File: src/rtl/tdm_pkg.sv
package tdm_pkg;
  localparam int SAMPLE_W = 24;
  localparam int MAX_CH   = 8;
  localparam int MIN_WLEN = 8;

  // number of slots spanned by a mask: index of the top set bit plus one
  function automatic int chan_span(input logic [31:0] mask);
    int n;
    n = 0;
    for (int i = 0; i < 32; i++) begin
      if (mask[i]) n = i + 1;
    end
    return n;
  endfunction
endpackage

File: src/rtl/tdm_hold.sv
module tdm_hold #(
  parameter int NCH = 8,
  parameter int SW  = 24,
  localparam int CW = $clog2(NCH)
) (
  input  logic          clk,
  input  logic          rst_n,
  input  logic          wr_en,
  input  logic [CW-1:0] wr_ch,
  input  logic [SW-1:0] wr_data,
  output logic          wr_ready,
  input  logic          rd_en,
  input  logic [CW-1:0] rd_ch,
  output logic          rd_full,
  output logic [SW-1:0] rd_data
);
  logic [NCH-1:0] full_q, full_d;
  logic [SW-1:0]  mem_q [NCH];
  logic           acc;

  assign wr_ready = !full_q[wr_ch];
  assign acc      = wr_en && wr_ready;
  assign rd_full  = full_q[rd_ch];
  assign rd_data  = mem_q[rd_ch];

  always_comb begin
    full_d = full_q;
    if (rd_en) full_d[rd_ch] = 1'b0;
    if (acc)   full_d[wr_ch] = 1'b1;
  end

  always_ff @(posedge clk or negedge rst_n) begin
    if (!rst_n) full_q <= '0;
    else        full_q <= full_d;
  end

  for (genvar g = 0; g < NCH; g++) begin : g_slot
    always_ff @(posedge clk) begin
      if (acc && wr_ch == CW'(g)) mem_q[g] <= wr_data;
    end
  end

  AST_HOLD_NO_OVERWRITE: assert property (@(posedge clk) disable iff (!rst_n)
    (wr_en && !wr_ready) |=> mem_q[$past(wr_ch)] == $past(mem_q[wr_ch]));
endmodule

File: src/rtl/tdm_framer.sv
module tdm_framer #(
  parameter int NCH = 8,
  parameter int SW  = 24,
  parameter int FBW = 9,
  localparam int CW  = $clog2(NCH),
  localparam int WLW = $clog2(SW + 1)
) (
  input  logic           clk,
  input  logic           rst_n,
  input  logic           go,
  input  logic [WLW-1:0] wlen,
  input  logic [CW:0]    nch,
  input  logic [FBW-1:0] fbits,
  output logic           fsync,
  output logic           dat,
  output logic           load,
  output logic [CW-1:0]  slot
);
  logic           run_q, run_d;
  logic [FBW-1:0] pos_q, pos_d;
  logic [CW-1:0]  slot_q, slot_d;
  logic [WLW-1:0] bit_q, bit_d;
  logic           dat_q, dat_d;
  logic           load_d;

  always_comb begin
    run_d  = run_q;
    pos_d  = pos_q;
    slot_d = slot_q;
    bit_d  = bit_q;
    dat_d  = dat_q;
    load_d = 1'b0;
    if (!go) begin
      run_d = 1'b0;
      pos_d = '0;
      dat_d = 1'b0;
    end else if (!run_q) begin
      run_d = 1'b1;
      pos_d = '0;
      dat_d = 1'b0;
    end else if (pos_q == fbits) begin
      pos_d = '0;
      dat_d = 1'b0;
    end else begin
      pos_d = pos_q + 1'b1;
      if (pos_q == '0) begin
        dat_d  = 1'b1;
        slot_d = '0;
        bit_d  = wlen - 1'b1;
        load_d = 1'b1;
      end else if (dat_q) begin
        if (bit_q == '0) begin
          if ((CW+1)'(slot_q) + 1'b1 < nch) begin
            slot_d = slot_q + 1'b1;
            bit_d  = wlen - 1'b1;
            load_d = 1'b1;
          end else begin
            dat_d = 1'b0;
          end
        end else begin
          bit_d = bit_q - 1'b1;
        end
      end
    end
  end

  always_ff @(posedge clk or negedge rst_n) begin
    if (!rst_n) begin
      run_q  <= 1'b0;
      pos_q  <= '0;
      slot_q <= '0;
      bit_q  <= '0;
      dat_q  <= 1'b0;
    end else begin
      run_q  <= run_d;
      pos_q  <= pos_d;
      slot_q <= slot_d;
      bit_q  <= bit_d;
      dat_q  <= dat_d;
    end
  end

  assign fsync = run_q && (pos_q == '0);
  assign dat   = dat_q;
  assign load  = load_d;
  assign slot  = slot_d;

  AST_SLOT_IN_RANGE: assert property (@(posedge clk) disable iff (!rst_n)
    load |-> ((CW+1)'(slot) < nch));
  AST_PULSE_SINGLE: assert property (@(posedge clk) disable iff (!rst_n)
    fsync |=> !fsync);
endmodule

File: src/rtl/tdm_shifter.sv
module tdm_shifter #(
  parameter int SW = 24,
  localparam int WLW = $clog2(SW + 1)
) (
  input  logic           clk,
  input  logic           rst_n,
  input  logic           load,
  input  logic           shift,
  input  logic [SW-1:0]  word,
  input  logic [WLW-1:0] wlen,
  output logic           msb
);
  logic [SW-1:0] sh_q, sh_d;

  always_comb begin
    sh_d = sh_q;
    if (load)       sh_d = word << (WLW'(SW) - wlen);
    else if (shift) sh_d = sh_q << 1;
  end

  always_ff @(posedge clk or negedge rst_n) begin
    if (!rst_n) sh_q <= '0;
    else        sh_q <= sh_d;
  end

  assign msb = sh_q[SW-1];
endmodule

File: src/rtl/tdm_serializer.sv
module tdm_serializer #(
  parameter int NCH = tdm_pkg::MAX_CH,
  parameter int SW  = tdm_pkg::SAMPLE_W,
  parameter int FBW = 9,
  localparam int CW  = $clog2(NCH),
  localparam int WLW = $clog2(SW + 1)
) (
  input  logic           clk,
  input  logic           rst_n,
  input  logic [WLW-1:0] cfg_wlen,
  input  logic [NCH-1:0] cfg_mask,
  input  logic [FBW-1:0] cfg_fbits,
  input  logic           s_valid,
  input  logic [CW-1:0]  s_chan,
  input  logic [SW-1:0]  s_data,
  output logic           s_ready,
  input  logic           urun_clr,
  output logic           fsync,
  output logic           sdata,
  output logic           urun,
  output logic           cfg_err
);
  logic [1:0]    rsync_q;
  logic          rst_i_n;
  int            span;
  logic [31:0]   need;
  logic [CW:0]   nch;
  logic          dat, load, msb;
  logic [CW-1:0] slot;
  logic          avail, take, urun_set;
  logic [SW-1:0] hdata;
  logic          last_q, urun_q, urun_d;

  // reset: asserted at once, released on the clock
  always_ff @(posedge clk or negedge rst_n) begin
    if (!rst_n) rsync_q <= 2'b00;
    else        rsync_q <= {rsync_q[0], 1'b1};
  end
  assign rst_i_n = rsync_q[1];

  always_comb begin
    span    = tdm_pkg::chan_span(32'(cfg_mask));
    need    = 32'(cfg_wlen) * 32'(span);
    cfg_err = (cfg_wlen < WLW'(tdm_pkg::MIN_WLEN)) || (cfg_wlen > WLW'(SW)) ||
              (span == 0) || (32'(cfg_fbits) < need);
  end
  assign nch = (CW+1)'(span);

  tdm_framer #(.NCH(NCH), .SW(SW), .FBW(FBW)) u_framer (
    .clk(clk), .rst_n(rst_i_n), .go(!cfg_err), .wlen(cfg_wlen), .nch(nch),
    .fbits(cfg_fbits), .fsync(fsync), .dat(dat), .load(load), .slot(slot)
  );

  tdm_hold #(.NCH(NCH), .SW(SW)) u_hold (
    .clk(clk), .rst_n(rst_i_n), .wr_en(s_valid), .wr_ch(s_chan), .wr_data(s_data),
    .wr_ready(s_ready), .rd_en(take), .rd_ch(slot), .rd_full(avail), .rd_data(hdata)
  );

  assign take     = load && cfg_mask[slot] && avail;
  assign urun_set = load && cfg_mask[slot] && !avail;

  tdm_shifter #(.SW(SW)) u_shift (
    .clk(clk), .rst_n(rst_i_n), .load(load), .shift(dat),
    .word(take ? hdata : '0), .wlen(cfg_wlen), .msb(msb)
  );

  // pulse cycle repeats the previous bit; idle cycles are zero
  assign sdata = dat ? msb : (fsync ? last_q : 1'b0);

  always_comb urun_d = (urun_q && !urun_clr) || urun_set;

  always_ff @(posedge clk or negedge rst_i_n) begin
    if (!rst_i_n) begin
      last_q <= 1'b0;
      urun_q <= 1'b0;
    end else begin
      last_q <= sdata;
      urun_q <= urun_d;
    end
  end
  assign urun = urun_q;

  AST_DELAY_REPEAT: assert property (@(posedge clk) disable iff (!rst_i_n)
    fsync |-> (sdata == $past(sdata)));
  AST_HALT_ON_ERR: assert property (@(posedge clk) disable iff (!rst_i_n)
    cfg_err |=> (!fsync && !sdata));
  AST_URUN_STICKY: assert property (@(posedge clk) disable iff (!rst_i_n)
    (urun && !urun_clr) |=> urun);
  AST_URUN_SET: assert property (@(posedge clk) disable iff (!rst_i_n)
    urun_set |=> urun);
endmodule

File: config.mk
export PLATFORM = sky130hd
export DESIGN_NAME = tdm_serializer
export DESIGN_NICKNAME = d
export VERILOG_FILES = /design/src/rtl/tdm_pkg.sv /design/src/rtl/tdm_hold.sv /design/src/rtl/tdm_framer.sv /design/src/rtl/tdm_shifter.sv /design/src/rtl/tdm_serializer.sv
export SDC_FILE = /design/constraint.sdc
export NUM_CORES = 1
export LEC_CHECK = 0
export ABC_AREA = 1
export CORE_UTILIZATION = 40
export CTS_CLUSTER_SIZE = 20
export DETAILED_ROUTE_END_ITERATION = 8
export GPL_TIMING_DRIVEN = 0
export PLACE_DENSITY = 0.6
export SYNTH_ARGS = -nofsm -noshare
export SYNTH_HDL_FRONTEND = slang
export SYNTH_SLANG_ARGS = --single-unit
File: constraint.sdc
create_clock -name clk -period 16.85 [get_ports clk]
set_input_delay 3.37 -clock clk [delete_from_list [all_inputs] [get_ports clk]]
set_output_delay 3.37 -clock clk [all_outputs]
set_load 0.005 [all_outputs]
==> results of run 1 <==
-- Yosys cell counts (all sizes together) (2+ instances only) --
| library cell | instances |
|---|---|
| nor4 | 3 |
| ha | 36 |
| fa | 6 |
| o22ai | 5 |
| o211ai | 3 |
| o21bai | 3 |
| xor2 | 17 |
| edfxtp | 192 |
| nand3b | 10 |
| nand2 | 522 |
| nand3 | 130 |
| buf | 54 |
| dfrtp | 55 |
| inv | 134 |
| xnor2 | 10 |
| o21ai | 142 |
| a31oi | 3 |
| a21oi | 33 |
| clkbuf | 27 |
| nand4 | 26 |
| nor2 | 192 |
| a211oi | 2 |
| or2 | 3 |
| clkinv | 2 |
-- final cells by class --
type	count	area share
sequential	247	0.447
multi-input combinational	1156	0.356
clock inverter	7	0.00947
timing repair buffer	61	0.0435
buffer	81	0.0280
inverter	136	0.0321
tap	448	0.0351
clock buffer	43	0.0492
-- cell families after synthesis --
| family | count (synthesis) | share of synthesized area |
|---|---|---|
| AND/OR/NAND/NOR | 890 | 0.273 |
| adder cells (fa/ha/maj) | 42 | 0.0416 |
| XOR/XNOR | 27 | 0.0172 |
| buffers and inverters | 217 | 0.0700 |
| other | 1 | 0.000273 |
| flip-flops | 247 | 0.520 |
| AO/OA/AOI/OAI | 196 | 0.0776 |
-- flip-flops by register name, indices dropped and copies added, names as in the netlist --
register / flops
last_q: 1
rsync_q: 2
u_framer.bit_q: 5
u_framer.dat: 1
u_framer.pos_q: 9
u_framer.run_q: 1
u_framer.slot_q: 3
u_hold.full_q: 8
u_hold.mem_q: 192
u_shift.sh_q: 24
urun: 1
-- layer usage --
| layer | vias up | part of all wire | track usage |
|---|---|---|---|
| met5 | - | 0 | 0 |
| met4 | 0 | 0.022 | 0.0511 |
| met3 | 59 | 0.041 | 0.0253 |
| met2 | 243 | 0.48 | 0.362 |
| met1 | 5255 | 0.46 | 0.283 |
| li1 | 5520 | - | - |
-- metrics by stage --
stage	cell area [um2]	power (W)	utilization	hold slack (ns)	setup slack (ns)
after floorplan	13700	0.000918	-	0.331	6.46
after global placement	14800	0.000998	0.441	0.337	5.00
after detailed placement	15000	0.00101	0.448	0.182	4.99
after CTS	16000	0.00163	0.475	0.188	4.98
after global routing	16000	0.00169	0.475	0.211	4.64
final	16000	0.00162	0.475	0.171	5.00
-- path summary, 6_finish.rpt --
check                                    from          endpoint  slack, ns  depth (start not counted)
max                               cfg_mask[2]           cfg_err       5.00                         29
min reg2reg                        rsync_q[1]  u_shift.sh_q[10]       0.17                          0
max reg2reg                u_framer.slot_q[0]  u_shift.sh_q[17]      12.50                         28
min                                rsync_q[1]  u_shift.sh_q[10]       0.17                          0
max in group asynchronous               rst_n        rsync_q[1]      13.74                          1
min in group clk                   rsync_q[0]        rsync_q[1]       0.35                          0
-- worst reg2reg max path: cells and delay by family (launching register included) --
kind	cells	cell delay (ns)
AOI/OAI and AO/OA	3	0.38
xor gates and xnor gates	1	0.18
adders and majority gates	2	0.48
buffers and inverters	4	0.95
DFF	1	0.46
and+or+nand+nor	18	1.79
-- power breakdown --
part | internal (W) | total (W) | switching [W]
clock | 0.000381 | 0.000620 | 0.000239
sequential | 0.000705 | 0.000729 | 0.0000241
combinational | 0.0000964 | 0.000267 | 0.000171
total | 0.00118 | 0.00162 | 0.000434
==> results_dict.tcl, run 1 <==
set metrics [dict create \
    fmax_mhz 84.4 \
    cp_data_required_time_ns 13.48 \
    rsz0062_at_grt "no" \
    synth_top_area_frac 0.420 \
    cap_viol_max_count 0 \
    cts.sink_count 247 \
    max_stage_delay_ns 0.56 \
    fin_crit_ns 11.85 \
    arrival_ns 8.48 \
    antenna_found_initial 0 \
    fill_cells 3240 \
    drcViolationCount 0 \
    rows 67 \
    cts_tree "yes" \
    grt_pass1_vias 10700 \
    core_area_mm2 0.0336 \
    clockBufferDepth 3 \
    critPathBufInv 5 \
    syn-num-nets 1715 \
    fp.dieW_um 187 \
    area_delta_synth_final_pct 16.4 \
    pin_count 58 \
    netlist_top_cells_area "edfxtp_1 (42%), nand2_1 (14%), dfrtp_1 (10%)" \
    hold_path.class "flip-flop to async pin" \
    yosys.area.top_type "edfxtp_1" \
    n_antenna_cell 0 \
    syn_area_mm2 0.0137 \
    dominantRegCellSynth "edfxtp_1" \
    status "complete, no violations" \
    firstDrtPassIters 5 \
    worst_setup_path_start_kind "primary input" \
    fin_cells 2179 \
    htreeDepth 1 \
    grt_max_degree 40 \
    multiInputGateArea_mm2 0.00568 \
    die_area_mm2 0.0351 \
    grt_pass1_wl_um 58600 \
    setup_viol 0 \
    fin_crit_sh 0.703 \
    leakagePower_nw 6.85 \
    ys_warn_count 0 \
    tightest_slew_ns 0.961 \
    seqCellArea_mm2 0.00714 \
    drv_slew 0 \
    endpoint_kind "primary output" \
    placed_cells 2129 \
    syn_area_per_cell_um2 8.47 \
    fin_worst_skew_ns 0.00935 \
    slew_headroom 0.358 \
    crit_path_top_delay_cell "fa_1" \
    synthArstFlopShare 0.223 \
    die_h_um 187 \
    vias_per_cell 5.08 \
    ctsHoldBuffers 0 \
    drive_gt1_frac 0.0855 \
    tns_ns 0 \
    drt-wirelength-per-cell_um 16.9 \
    dp_hpwl_um 25900 \
    synthCells 1620 \
    wl_um 36700 \
    crit_type "primary input to primary output" \
    layout_commonest_cell "nand2_1" \
    nNetsFinal 1805 \
    yosysSeqAreaShare 0.520 \
    ys_types 54 \
    crit_family "adder cells" \
    ys_ff_latch 247 \
    cts_resized 0 \
    clockRootBuffer "clkbuf_16" \
    portBuffers 54 \
    grt.overflow.total 0 \
    path_clk_slew_ns 0.06 \
    drt_iter0_markers 833 \
    numCtsBuffers 27 \
    clock_latency_ns 0.56 \
    powerDensity_mw_per_mm2 101 \
    timing.final.hold_violations 0 \
    worstPathMaxFanout 4 \
    routabilityCongestion 0.947 \
    crit_top_cell "nand2_1" \
    synth_edf_count 192 \
    final_cell_mix "nand2_1 (510), edfxtp_1 (192), nor2_1 (180)" \
    post_cts_buffers 0 \
    ant_nets 0 \
    peakVddDrop_mv 0.0817 \
    gr-usage-all-layers 0.211 \
    start_util 0.408 \
    via_count 11100 \
]
Note: power is estimated with default switching activity, not from simulation.
==> run 2, diff against run 1 <==
--- a/config.mk
+++ b/config.mk
@@ -10,7 +10,7 @@
 export CTS_CLUSTER_SIZE = 20
 export DETAILED_ROUTE_END_ITERATION = 8
 export GPL_TIMING_DRIVEN = 0
-export PLACE_DENSITY = 0.6
+export PLACE_DENSITY = 0.63
 export SYNTH_ARGS = -nofsm -noshare
 export SYNTH_HDL_FRONTEND = slang
 export SYNTH_SLANG_ARGS = --single-unit
==> constraint.sdc (replaced) <==
create_clock -name clk -period 10.6 [get_ports clk]
set_input_delay 2.12 -clock clk [delete_from_list [all_inputs] [get_ports clk]]
set_output_delay 2.12 -clock clk [all_outputs]
set_load 0.005 [all_outputs]
==> results_dict.tcl, run 2 (synthesized netlist as in run 1, its figures left out) <==
set metrics [dict create \
    status "complete, no violations" \
    max_stage_delay_ns 0.55 \
    crit_top_cell "nand2_1" \
    fin_crit_ns 9.33 \
    largest_reg_flops 192 \
    wl_um 37500 \
    tightest_slew_ns 0.951 \
    placed_cells 2128 \
    slew_headroom 0.364 \
    peakVddDrop_mv 0.140 \
    start_util 0.408 \
    fmax_mhz 107 \
    powerDensity_mw_per_mm2 160 \
    fin_worst_skew_ns 0.0117 \
    vias_per_cell 5.18 \
    ant_nets 0 \
    ctsHoldBuffers 0 \
    drv_slew 0 \
    crit_path_top_delay_cell "clkdlybuf4s50_1" \
    dp_hpwl_um 26100 \
    numCtsBuffers 27 \
    timing.critical_path.from "cfg_mask[2]" \
    cap_viol_max_count 0 \
    critPathBufInv 5 \
    crit_family "adder cells" \
    firstDrtPassIters 5 \
    top_register "u_hold.mem_q" \
    leakagePower_nw 6.82 \
    rsz0062_at_grt "no" \
    grt.overflow.total 0 \
    drive_gt1_frac 0.0844 \
    antenna_found_initial 1 \
    reg2reg_from "u_framer.slot_q[0]" \
    cts_tree "yes" \
    clock_latency_ns 0.56 \
    clockBufferDepth 3 \
    area_delta_synth_final_pct 15.9 \
    fin_cells 2178 \
    routabilityCongestion 0.942 \
    htreeDepth 1 \
    portBuffers 54 \
    pin_count 58 \
    arrival_ns 7.21 \
    clockRootBuffer "clkbuf_16" \
    die_h_um 187 \
    crit_type "primary input to primary output" \
    layout_commonest_cell "nand2_1" \
    drcViolationCount 0 \
    gr-usage-all-layers 0.212 \
    drt-wirelength-per-cell_um 17.2 \
    grt_max_degree 40 \
    grt_pass1_wl_um 58900 \
    path_clk_slew_ns 0.07 \
    cts_resized 0 \
    layout_top_registers "u_hold.mem_q (192), u_shift.sh_q (24), u_framer.pos_q (9)" \
    drt_iter0_markers 849 \
    grt_pass1_vias 10700 \
    rows 67 \
    post-place-ws_ns 1.25 \
    hold_ws_ns 0.167 \
    timing.final.hold_violations 0 \
    setup_viol 0 \
    final_cell_mix "nand2_1 (510), edfxtp_1 (192), nor2_1 (180)" \
    setup_slack_ns 1.27 \
    endpoint_kind "primary output" \
    post_cts_buffers 0 \
    hold_path.class "flip-flop to async pin" \
    cp_data_required_time_ns 8.48 \
    die_area_mm2 0.0351 \
    cts.sink_count 247 \
    nNetsFinal 1804 \
    fp.dieW_um 187 \
    n_antenna_cell 0 \
    via_count 11300 \
    worstPathMaxFanout 4 \
    core_area_mm2 0.0336 \
    fin_crit_sh 0.880 \
    worst_setup_path_start_kind "primary input" \
    tns_ns 0 \
]
## run 2: final cells by class
cell class / count / area, um2
sequential: 247 / 7140
multi-input combinational: 1156 / 5680
inverter: 136 / 513
clock buffer: 34 / 702
timing repair buffer: 60 / 668
tap: 448 / 561
clock inverter: 16 / 194
buffer: 81 / 448
fill: 3259 / 17700
## run 2: per-stage QoR
stage / cell area (um2) / total power (W) / util
CTS: 15900 / 0.00256 / 0.473
global placement: 14800 / 0.00159 / 0.441
global route: 15900 / 0.00266 / 0.473
finish: 15900 / 0.00255 / 0.473
detailed placement: 15000 / 0.00160 / 0.447
floorplan: 13700 / 0.00146 / -
## run 2: final timing paths
kind | cells past startpoint | end | slack (ns)
min in group clk | 0 | rsync_q[1] | 0.35
hold / removal | 0 | u_shift.sh_q[10] | 0.17
setup reg to reg | 26 | u_shift.sh_q[18] | 6.28
hold reg to reg | 0 | u_shift.sh_q[10] | 0.17
max in group asynchronous | 1 | rsync_q[1] | 8.75
setup / recovery | 29 | cfg_err | 1.27
## run 2: power breakdown
group          total [W]  switching, W  leakage [nW]  internal (W)
sequential       0.00116     0.0000388          2.44       0.00112
clock           0.000964      0.000396         0.433      0.000568
combinational   0.000425      0.000272          3.95      0.000153
total            0.00255      0.000707          6.82       0.00184
## run 2: metal layers
| layer | routed length (um) | global-route usage | up-vias | part of all wire |
|---|---|---|---|---|
| met1 | 16600 | 0.284 | 5351 | 0.44 |
| met4 | 989 | 0.0634 | 2 | 0.026 |
| met5 | 14 | 0 | - | 0.00037 |
| met2 | 17700 | 0.354 | 344 | 0.47 |
| met3 | 2180 | 0.0313 | 68 | 0.058 |
| li1 | - | - | 5517 | - |
==> run 3, diff against run 2 <==
--- a/config.mk
+++ b/config.mk
@@ -10,7 +10,7 @@
 export CTS_CLUSTER_SIZE = 20
 export DETAILED_ROUTE_END_ITERATION = 8
 export GPL_TIMING_DRIVEN = 0
-export PLACE_DENSITY = 0.63
+export PLACE_DENSITY = 0.55
 export SYNTH_ARGS = -nofsm -noshare
 export SYNTH_HDL_FRONTEND = slang
 export SYNTH_SLANG_ARGS = --single-unit
==> results_dict.tcl, run 3 (synthesized netlist as in run 1, its figures left out) <==
set metrics [dict create \
    via_count 11100 \
    worst_setup_path_start_kind "primary input" \
    slew_headroom 0.474 \
    vias_per_cell 5.10 \
    worstPathMaxFanout 4 \
    max_stage_delay_ns 0.57 \
    tightest_slew_ns 0.786 \
    drt_iter0_markers 781 \
    grt_pass1_wl_um 60100 \
    antenna_found_initial 1 \
    peakVddDrop_mv 0.133 \
    grt.overflow.total 0 \
    hold_path.class "flip-flop to async pin" \
    crit_top_cell "nand2_1" \
    ant_nets 0 \
    placed_cells 2131 \
    routabilityCongestion 0.931 \
    drt-wirelength-per-cell_um 17.6 \
    gr-usage-all-layers 0.220 \
    fp.dieW_um 187 \
    wl_um 38300 \
    start_util 0.408 \
    numCtsBuffers 29 \
    clockRootBuffer "clkbuf_16" \
    layout_commonest_cell "nand2_1" \
    reg2reg_from "u_framer.slot_q[0]" \
    fin_cells 2184 \
    clock_latency_ns 0.58 \
    setup_viol 0 \
    crit_path_top_delay_cell "clkdlybuf4s50_1" \
    drv_slew 0 \
    post_cts_buffers 0 \
    die_h_um 187 \
    endpoint_kind "primary output" \
    area_delta_synth_final_pct 16.7 \
    status "complete, no violations" \
    drcViolationCount 0 \
    rsz0062_at_grt "no" \
    fin_crit_sh 0.880 \
    core_area_mm2 0.0336 \
    largest_reg_flops 192 \
    ctsHoldBuffers 0 \
    design_area_mm2 0.0160 \
    fin_worst_skew_ns 0.0121 \
    fin_crit_ns 9.32 \
    rows 67 \
    die_area_mm2 0.0351 \
    final_cell_mix "nand2_1 (510), edfxtp_1 (192), nor2_1 (180)" \
    tns_ns 0 \
    crit_type "primary input to primary output" \
    crit_family "adder cells" \
    leakagePower_nw 6.88 \
    portBuffers 54 \
    htreeDepth 1 \
    critPathBufInv 5 \
    timing.final.hold_violations 0 \
    drive_gt1_frac 0.0922 \
    placed_area_mm2 0.0151 \
    grt_pass1_vias 10900 \
    arrival_ns 7.20 \
    path_clk_slew_ns 0.06 \
    hold_ws_ns 0.190 \
    firstDrtPassIters 5 \
    cp_data_required_time_ns 8.48 \
    layout_top_registers "u_hold.mem_q (192), u_shift.sh_q (24), u_framer.pos_q (9)" \
    n_antenna_cell 0 \
    dp_hpwl_um 27200 \
    powerDensity_mw_per_mm2 159 \
    cts.sink_count 247 \
    fmax_mhz 107 \
    timing.critical_path.from "cfg_mask[2]" \
    cts_resized 0 \
    fin_util 0.477 \
    pin_count 58 \
    top_register "u_hold.mem_q" \
    cap_viol_max_count 0 \
    cts_tree "yes" \
    nNetsFinal 1809 \
    clockBufferDepth 3 \
    grt_max_degree 38 \
]
-- run 3: changes by cell type in the layout (fill, tap and decap cells not counted) --
cell        previous run  this run
inv_8                  0         1
bufinv_16              4         2
clkinv_2               3        10
buf_16                 1         4
clkbuf_1              33        30
clkinvlp_4             1         4
clkbuf_16             27        29
clkinv_1               8         3
-- run 3: report_power, final --
part	total, W	leakage (nW)	switching (W)	internal (W)
clock network	0.000969	0.452	0.000414	0.000555
registers	0.00116	2.44	0.0000374	0.00112
logic	0.000428	3.99	0.000273	0.000155
-- run 3: final cells by class --
class	count	area (um2)
repair buffers	63	751
multi-input cells	1156	5680
inverters	136	513
flip-flops and latches	247	7140
fillers	3333	17600
clock inverters	20	184
clock buffers	33	741
plain buffers	81	448
well taps	448	561
-- run 3: metrics by stage --
stage	setup WS (ns)	power, W
after global routing	0.904	0.00268
after CTS	1.26	0.00258
after floorplan	2.71	0.00146
after global placement	1.18	0.00159
after detailed placement	1.21	0.00160
final	1.28	0.00255
-- run 3: worst paths after layout --
path,cells after the start,slack [ns],to
min in group clk,0,0.35,rsync_q[1]
min reg2reg,0,0.19,u_shift.sh_q[14]
min,0,0.19,u_shift.sh_q[14]
max,29,1.28,cfg_err
max in group asynchronous,1,8.76,rsync_q[1]
max reg2reg,26,6.22,u_shift.sh_q[15]
-- run 3: worst register-to-register path, cell delays in order (launching register included) --
cell	delay, ns
dfrtp_1	0.46
ha_1	0.29
xor2_1	0.18
ha_1	0.19
nand2_1	0.05
and3_1	0.23
nand3_4	0.12
inv_2	0.10
nand3_1	0.07
a21oi_1	0.13
nand2_1	0.08
nand2_2	0.16
buf_2	0.32
buf_1	0.59
nand2_1	0.12
nand2_1	0.17
inv_2	0.08
nand2_1	0.09
nand2_1	0.05
nand2_1	0.08
nand2_1	0.05
nand2_1	0.15
nand2_1	0.09
a21oi_1	0.20
o21ai_1	0.11
nand2_1	0.07
nand2_1	0.05
-- run 3: per-layer routing --
metal | wire (um) | part of all wire | vias up | global-route usage
li1 | - | - | 5525 | -
met1 | 17400 | 0.45 | 5280 | 0.290
met2 | 18200 | 0.47 | 268 | 0.374
met3 | 1730 | 0.045 | 69 | 0.0313
met4 | 975 | 0.025 | 2 | 0.0675
met5 | 13 | 0.00034 | - | 0
